**config.mk**
```make
export PLATFORM = sky130hd
export DESIGN_NAME = dbgw_window
export DESIGN_NICKNAME = d
export VERILOG_FILES = /design/src/rtl/dbgw_pkg.sv /design/src/rtl/dbgw_decode.sv /design/src/rtl/dbgw_bank.sv /design/src/rtl/dbgw_rdmux.sv /design/src/rtl/dbgw_window.sv
export SDC_FILE = /design/constraint.sdc
export NUM_CORES = 1
export LEC_CHECK = 0
export BUFFER_PORTS_ARGS = -buffer_cell sky130_fd_sc_hd__buf_2
export CORE_MARGIN = 2
export CORE_UTILIZATION = 58
export CTS_BUF_LIST = sky130_fd_sc_hd__clkbuf_8
export CTS_CLUSTER_SIZE = 14
export DETAILED_ROUTE_END_ITERATION = 10
export GPL_ROUTABILITY_DRIVEN = 0
export PLACE_DENSITY = 0.86
export RECOVER_POWER = 25
export SYNTH_ARGS = -nofsm -noshare
export SYNTH_HDL_FRONTEND = slang
export SYNTH_SLANG_ARGS = --single-unit
```
**constraint.sdc**
```tcl
create_clock -name clk -period 4.32 [get_ports clk]
set_input_delay 0.216 -clock clk [delete_from_list [all_inputs] [get_ports clk]]
set_output_delay 0.216 -clock clk [all_outputs]
set_load 0.05 [all_outputs]
```
**src/rtl/dbgw_pkg.sv**
```systemverilog
package dbgw_pkg;
  localparam int NUM_CMP    = 4;
  localparam int BYTE_W     = 8;
  localparam int ADDR_BYTES = 3;
  localparam int DATA_BYTES = 2;
  localparam int WIN_BYTES  = 1 + ADDR_BYTES + 2 * DATA_BYTES;
  localparam int OFF_W      = $clog2(WIN_BYTES);
  localparam int SEL_W      = $clog2(NUM_CMP);
  localparam int ADDR_W     = ADDR_BYTES * BYTE_W;
  localparam int DATA_W     = DATA_BYTES * BYTE_W;

  localparam int ADDR_OFF0  = 1;
  localparam int DATA_OFF0  = ADDR_OFF0 + ADDR_BYTES;
  localparam int MASK_OFF0  = DATA_OFF0 + DATA_BYTES;

  localparam logic [BYTE_W-1:0] CTL_MASK_FULL = 8'h3F;
  localparam logic [BYTE_W-1:0] CTL_MASK_LITE = 8'h0F;
  localparam int                EN_BIT        = 0;

  typedef enum logic [1:0] {
    FLD_CTL  = 2'd0,
    FLD_ADDR = 2'd1,
    FLD_DATA = 2'd2,
    FLD_MASK = 2'd3
  } fld_e;

  // Even-numbered comparators carry data and mask registers.
  function automatic bit cmp_is_full(int idx);
    return (idx % 2) == 0;
  endfunction

  function automatic fld_e field_of(logic [OFF_W-1:0] off);
    if (int'(off) < ADDR_OFF0)      return FLD_CTL;
    else if (int'(off) < DATA_OFF0) return FLD_ADDR;
    else if (int'(off) < MASK_OFF0) return FLD_DATA;
    else                            return FLD_MASK;
  endfunction
endpackage

```
**src/rtl/dbgw_decode.sv**
```systemverilog
module dbgw_decode
  import dbgw_pkg::*;
(
  input  logic             req_valid,
  input  logic             req_write,
  input  logic [SEL_W-1:0] win_sel,
  output logic [NUM_CMP-1:0] wr_en
);
  for (genvar i = 0; i < NUM_CMP; i++) begin : g_wr
    assign wr_en[i] = req_valid && req_write && (win_sel == SEL_W'(i));
  end
endmodule

```
**src/rtl/dbgw_bank.sv**
```systemverilog
module dbgw_bank
  import dbgw_pkg::*;
#(
  parameter bit                FULL     = 1'b1,
  parameter logic [BYTE_W-1:0] CTL_MASK = CTL_MASK_FULL
) (
  input  logic              clk,
  input  logic              rst_n,
  input  logic              wr_en,
  input  logic [OFF_W-1:0]  off,
  input  logic [BYTE_W-1:0] wdata,
  output logic [BYTE_W-1:0] rd_byte,
  output logic [BYTE_W-1:0] ctl_q,
  output logic [ADDR_W-1:0] addr_q,
  output logic [DATA_W-1:0] data_q,
  output logic [DATA_W-1:0] mask_q
);
  fld_e wr_fld;
  fld_e rd_fld;
  assign wr_fld = field_of(off);
  assign rd_fld = field_of(off);

  // Control byte: only implemented bits are stored.
  always_ff @(posedge clk or negedge rst_n) begin
    if (!rst_n)                            ctl_q <= '0;
    else if (wr_en && (wr_fld == FLD_CTL)) ctl_q <= wdata & CTL_MASK;
  end

  // Address bytes, window order high to low.
  for (genvar k = 0; k < ADDR_BYTES; k++) begin : g_addr
    localparam int LSB = (ADDR_BYTES - 1 - k) * BYTE_W;
    always_ff @(posedge clk or negedge rst_n) begin
      if (!rst_n)
        addr_q[LSB +: BYTE_W] <= '0;
      else if (wr_en && (int'(off) == ADDR_OFF0 + k))
        addr_q[LSB +: BYTE_W] <= wdata;
    end
  end

  if (FULL) begin : g_full
    for (genvar k = 0; k < DATA_BYTES; k++) begin : g_dm
      localparam int LSB = (DATA_BYTES - 1 - k) * BYTE_W;
      always_ff @(posedge clk or negedge rst_n) begin
        if (!rst_n)
          data_q[LSB +: BYTE_W] <= '0;
        else if (wr_en && (int'(off) == DATA_OFF0 + k))
          data_q[LSB +: BYTE_W] <= wdata;
      end
      always_ff @(posedge clk or negedge rst_n) begin
        if (!rst_n)
          mask_q[LSB +: BYTE_W] <= '0;
        else if (wr_en && (int'(off) == MASK_OFF0 + k))
          mask_q[LSB +: BYTE_W] <= wdata;
      end
    end
  end else begin : g_lite
    assign data_q = '0;
    assign mask_q = '0;
  end

  // Read byte for the requested offset.
  always_comb begin
    rd_byte = '0;
    unique case (rd_fld)
      FLD_CTL: rd_byte = ctl_q;
      FLD_ADDR: begin
        for (int k = 0; k < ADDR_BYTES; k++)
          if (int'(off) == ADDR_OFF0 + k)
            rd_byte = addr_q[(ADDR_BYTES - 1 - k) * BYTE_W +: BYTE_W];
      end
      FLD_DATA: begin
        for (int k = 0; k < DATA_BYTES; k++)
          if (int'(off) == DATA_OFF0 + k)
            rd_byte = data_q[(DATA_BYTES - 1 - k) * BYTE_W +: BYTE_W];
      end
      FLD_MASK: begin
        for (int k = 0; k < DATA_BYTES; k++)
          if (int'(off) == MASK_OFF0 + k)
            rd_byte = mask_q[(DATA_BYTES - 1 - k) * BYTE_W +: BYTE_W];
      end
      default: rd_byte = '0;
    endcase
  end
endmodule

```
**src/rtl/dbgw_rdmux.sv**
```systemverilog
module dbgw_rdmux
  import dbgw_pkg::*;
(
  input  logic                      clk,
  input  logic                      rst_n,
  input  logic                      req_valid,
  input  logic                      req_write,
  input  logic [SEL_W-1:0]          win_sel,
  input  logic [NUM_CMP*BYTE_W-1:0] bank_bytes,
  output logic                      rsp_valid,
  output logic [BYTE_W-1:0]         rsp_rdata
);
  logic [BYTE_W-1:0] pick;
  logic              rd_req;

  assign rd_req = req_valid && !req_write;

  always_comb begin
    pick = '0;
    for (int i = 0; i < NUM_CMP; i++)
      if (win_sel == SEL_W'(i)) pick = bank_bytes[i*BYTE_W +: BYTE_W];
  end

  always_ff @(posedge clk or negedge rst_n) begin
    if (!rst_n) begin
      rsp_valid <= 1'b0;
      rsp_rdata <= '0;
    end else begin
      rsp_valid <= rd_req;
      if (rd_req) rsp_rdata <= pick;
    end
  end
endmodule

```
**src/rtl/dbgw_window.sv**
```systemverilog
module dbgw_window
  import dbgw_pkg::*;
(
  input  logic                      clk,
  input  logic                      rst_n,
  input  logic [SEL_W-1:0]          win_sel,
  input  logic                      req_valid,
  input  logic                      req_write,
  input  logic [OFF_W-1:0]          req_off,
  input  logic [BYTE_W-1:0]         req_wdata,
  output logic                      rsp_valid,
  output logic [BYTE_W-1:0]         rsp_rdata,
  output logic [NUM_CMP-1:0]        cmp_en,
  output logic [NUM_CMP*BYTE_W-1:0] cmp_ctl,
  output logic [NUM_CMP*ADDR_W-1:0] cmp_addr,
  output logic [NUM_CMP*DATA_W-1:0] cmp_data,
  output logic [NUM_CMP*DATA_W-1:0] cmp_mask
);
  logic [NUM_CMP-1:0]        wr_en;
  logic [NUM_CMP*BYTE_W-1:0] bank_bytes;

  dbgw_decode u_dec (
    .req_valid (req_valid),
    .req_write (req_write),
    .win_sel   (win_sel),
    .wr_en     (wr_en)
  );

  for (genvar i = 0; i < NUM_CMP; i++) begin : g_cmp
    localparam bit                FULL_I = cmp_is_full(i);
    localparam logic [BYTE_W-1:0] MASK_I = FULL_I ? CTL_MASK_FULL : CTL_MASK_LITE;
    dbgw_bank #(
      .FULL     (FULL_I),
      .CTL_MASK (MASK_I)
    ) u_bank (
      .clk     (clk),
      .rst_n   (rst_n),
      .wr_en   (wr_en[i]),
      .off     (req_off),
      .wdata   (req_wdata),
      .rd_byte (bank_bytes[i*BYTE_W +: BYTE_W]),
      .ctl_q   (cmp_ctl[i*BYTE_W +: BYTE_W]),
      .addr_q  (cmp_addr[i*ADDR_W +: ADDR_W]),
      .data_q  (cmp_data[i*DATA_W +: DATA_W]),
      .mask_q  (cmp_mask[i*DATA_W +: DATA_W])
    );
    assign cmp_en[i] = cmp_ctl[i*BYTE_W + EN_BIT];
  end

  dbgw_rdmux u_rd (
    .clk        (clk),
    .rst_n      (rst_n),
    .req_valid  (req_valid),
    .req_write  (req_write),
    .win_sel    (win_sel),
    .bank_bytes (bank_bytes),
    .rsp_valid  (rsp_valid),
    .rsp_rdata  (rsp_rdata)
  );
endmodule

```
==> reports/results.txt <==
Synthesized instance count -> 770
Initial Util -> 58.7%
Post-route minimum period -> 2350 ps
Status -> completed
Dpl ws -> 1550 ps
Crit path launch -> req_off[1]
Maximum VDD drop -> 0.000310 V
Post-synth top area share -> 49.1%
Final setup vio count -> 0
Most frequent cell after synthesis -> dfrtp_1
Slew at the pin closest to its max-slew limit -> 1010 ps
Drt initial violations -> 807
Pre-antenna DRT Iters -> 5
Post-detail-place hpwl -> 18700 um
Multi-input gate area -> 0.00428 sq mm
Fin util -> 66.0%
Clock insertion delay at the later pin of the skew report -> 480 ps
# Post-CTS Setup Buffers -> 0
Post-synthesis sequential area ratio -> 49.1%
Sw frac -> 42.4%
Final Cell Area -> 0.0108 sq mm
Area contributors post-synth -> dfrtp_1 (49%), mux2_2 (22%), buf_4 (6.9%), mux2i_1 (3.2%), mux2_4 (1.2%)
Reg-to-reg slack, setup -> 2670 ps
Worst-case clock buffer depth -> 2
Area leader, netlist -> dfrtp_1
Yosys reg bits -> 189
Reg2reg start -> g_cmp[0].u_bank.data_q[4]
First-pass GRT wire length -> 40600 um
Final Cycle Share -> 54.4%
Global Route Usage Sum -> 30.4%
FFs w/ async S/R, synth -> 100%
RSZ-0062 raised after global routing -> false
Post-route DRC -> 0
Largest net degree at the start of global routing -> 114
Hold path start -> req_wdata[3]
Max-slew headroom -> 32.4%
# port buffers -> 209
FP Rows -> 47
Clock root cell -> clkbuf_8
Worst hold path type -> in2reg
Setup crit start kind -> primary input
Pint -> 0.00305 W
Share of cells above drive strength 1 -> 45.6%
Post-synth cell types -> 60
Max-cap violations -> 0
Register area -> 0.00473 sq mm
Ys flop type -> dfrtp_1
DRT Wirelength -> 26700 um
Crit. End Element -> flip-flop
Critical path type -> in2reg
Synth warnings -> 0
Endpoints failing hold -> 0
Setup Skew -> 10.5 ps
NetSw -> 0.00224 W
Synth top cells by count -> dfrtp_1 (189), mux2_2 (188), buf_4 (88), mux2i_1 (31)
CTS sink cnt -> 189
Via-per-instance ratio -> 5.90
Max Freq -> 425 MHz
WP data arrival -> 2710 ps
Core area -> 0.0164 sq mm
CTS clock-pin slew for the worst setup and hold paths -> 90 ps
Leakage -> 5.49 nW
Critical path required time -> 4680 ps
P per Cell Area -> 489 mW/mm^2
Setup WS post-layout -> 1970 ps
Via count -> 6992
Io pins -> 286
Drt wl/cell -> 22.5 um
PostCTS Resize Cnt -> 0
Sequential fraction of design power -> 41.7%
CTS Buf Count -> 17
Total power -> 0.00529 W
Die Y-Extent -> 133 um
H-tree depth -> 4
Antenna violations before repair -> 1
Slew Limit Fails -> 0
Post-synth EDFFs -> 0
Full die area -> 0.0177 sq mm
Critical Path Fanout Max -> 40
Logic pwr share -> 34.7%
Placement-stage cell area -> 0.0104 sq mm
Grt ovf -> 0
Nets@finish -> 968
Setup TNS -> 0 ps
Synth Area per Inst -> 12.5 sq um
Post-DRT Antenna Nets -> 0
Hold buffer count at cts -> 1
Area grow syn2layout -> 12.4%
FILL cells -> 1279
Number of global-route vias before repair -> 6801
Clock power share -> 23.6%
Netlist area before placement -> 0.00963 sq mm
CTS tree -> done
Width of the chip -> 133 um
[final timing paths]
kind,cells after the start,to
worst max-delay path,4,g_cmp[2].u_bank.addr_q[14]
worst min-delay path,3,g_cmp[2].u_bank.addr_q[19]
worst max register to register,5,u_rd.rsp_rdata[4]
worst min register to register,2,u_rd.rsp_rdata[2]
max in group asynchronous,3,g_cmp[2].u_bank.data_q[2]
min in group asynchronous,2,g_cmp[1].u_bank.addr_q[12]
[worst max-delay path, cell delays in order]
cell and delay, ps:
buf_2 660, nand2b_1 660, or3_1 790, mux2_2 360
[layer usage]
metal / global-route usage, % / wire (um) / up-vias
met2: 47.1 / 12700 / 408
met4: 12.2 / 912 / 0
met1: 41.4 / 10800 / 3532
met3: 7.70 / 2300 / 56
li1: - / - / 2996
met5: 0 / 0 / -
[state kept, by name, summed over array words and instances (netlist names)]
signal and cells:
g_cmp.u_bank.mask_q 32, u_rd.rsp_rdata 8, g_cmp.u_bank.ctl_q 20, g_cmp.u_bank.addr_q 96
g_cmp.u_bank.data_q 32, u_rd.rsp_valid 1
[layout make-up]
| cell class | instances | area share, % |
|---|---|---|
| Inverter | 4 | 0.139 |
| Multi-Input combinational cell | 519 | 39.5 |
| Clock buffer | 20 | 2.54 |
| Antenna cell | 1 | 0.0231 |
| Timing Repair Buffer | 220 | 10.2 |
| Tap cell | 220 | 2.54 |
| Sequential cell | 189 | 43.7 |
| Clock inverter | 12 | 1.35 |
[through the flow]
stage               hold WS, ps  instances
finish                      238       1185
detailed placement          438       1151
CTS                         216       1184
global placement            438       1151
global route                230       1185
floorplan                 -79.6        845
[power groups by stage]
stage,Clock [W],Combinational (W),Sequential [W]
CTS,0.00125,0.00185,0.00220
detailed placement,0,0.00184,0.00224
floorplan,0,0.000638,0.00303
finish,0.00125,0.00183,0.00221
global route,0.00133,0.00190,0.00224
global placement,0,0.00182,0.00223
[cells by family after synthesis]
| kind of cell | after synthesis | synth area share (%) |
|---|---|---|
| flip-flops | 189 | 49.1 |
| AO/OA/AOI/OAI | 108 | 7.78 |
| multiplexers | 231 | 27.4 |
| buffers and inverters | 137 | 9.39 |
| other | 1 | 0.0389 |
| AND/OR/NAND/NOR | 104 | 6.29 |
[cells in the final DEF (no fill, tap or decap), types with 5 or more instances in the layout]
cell | Yosys | layout
o221ai_1 | 5 | 5
o211ai_1 | 9 | 9
buf_2 | 18 | 176
mux2_2 | 188 | 188
inv_1 | 4 | 7
dfrtp_1 | 189 | 189
a32oi_1 | 5 | 5
nand2_1 | 21 | 21
clkbuf_1 | 21 | 31
nor2b_1 | 8 | 8
conb_1 | 1 | 76
a22oi_1 | 11 | 11
nor3_1 | 6 | 6
nand2b_1 | 8 | 8
nand3_1 | 5 | 5
nor2_2 | 12 | 12
a21oi_1 | 18 | 18
nor2_1 | 18 | 18
o21ai_0 | 18 | 18
mux2_4 | 8 | 8
nor3b_1 | 6 | 6
buf_4 | 88 | 11
clkbuf_8 | 0 | 20
a31oi_1 | 7 | 7
mux2i_1 | 31 | 31
Note: power is estimated with default switching activity, not from simulation.
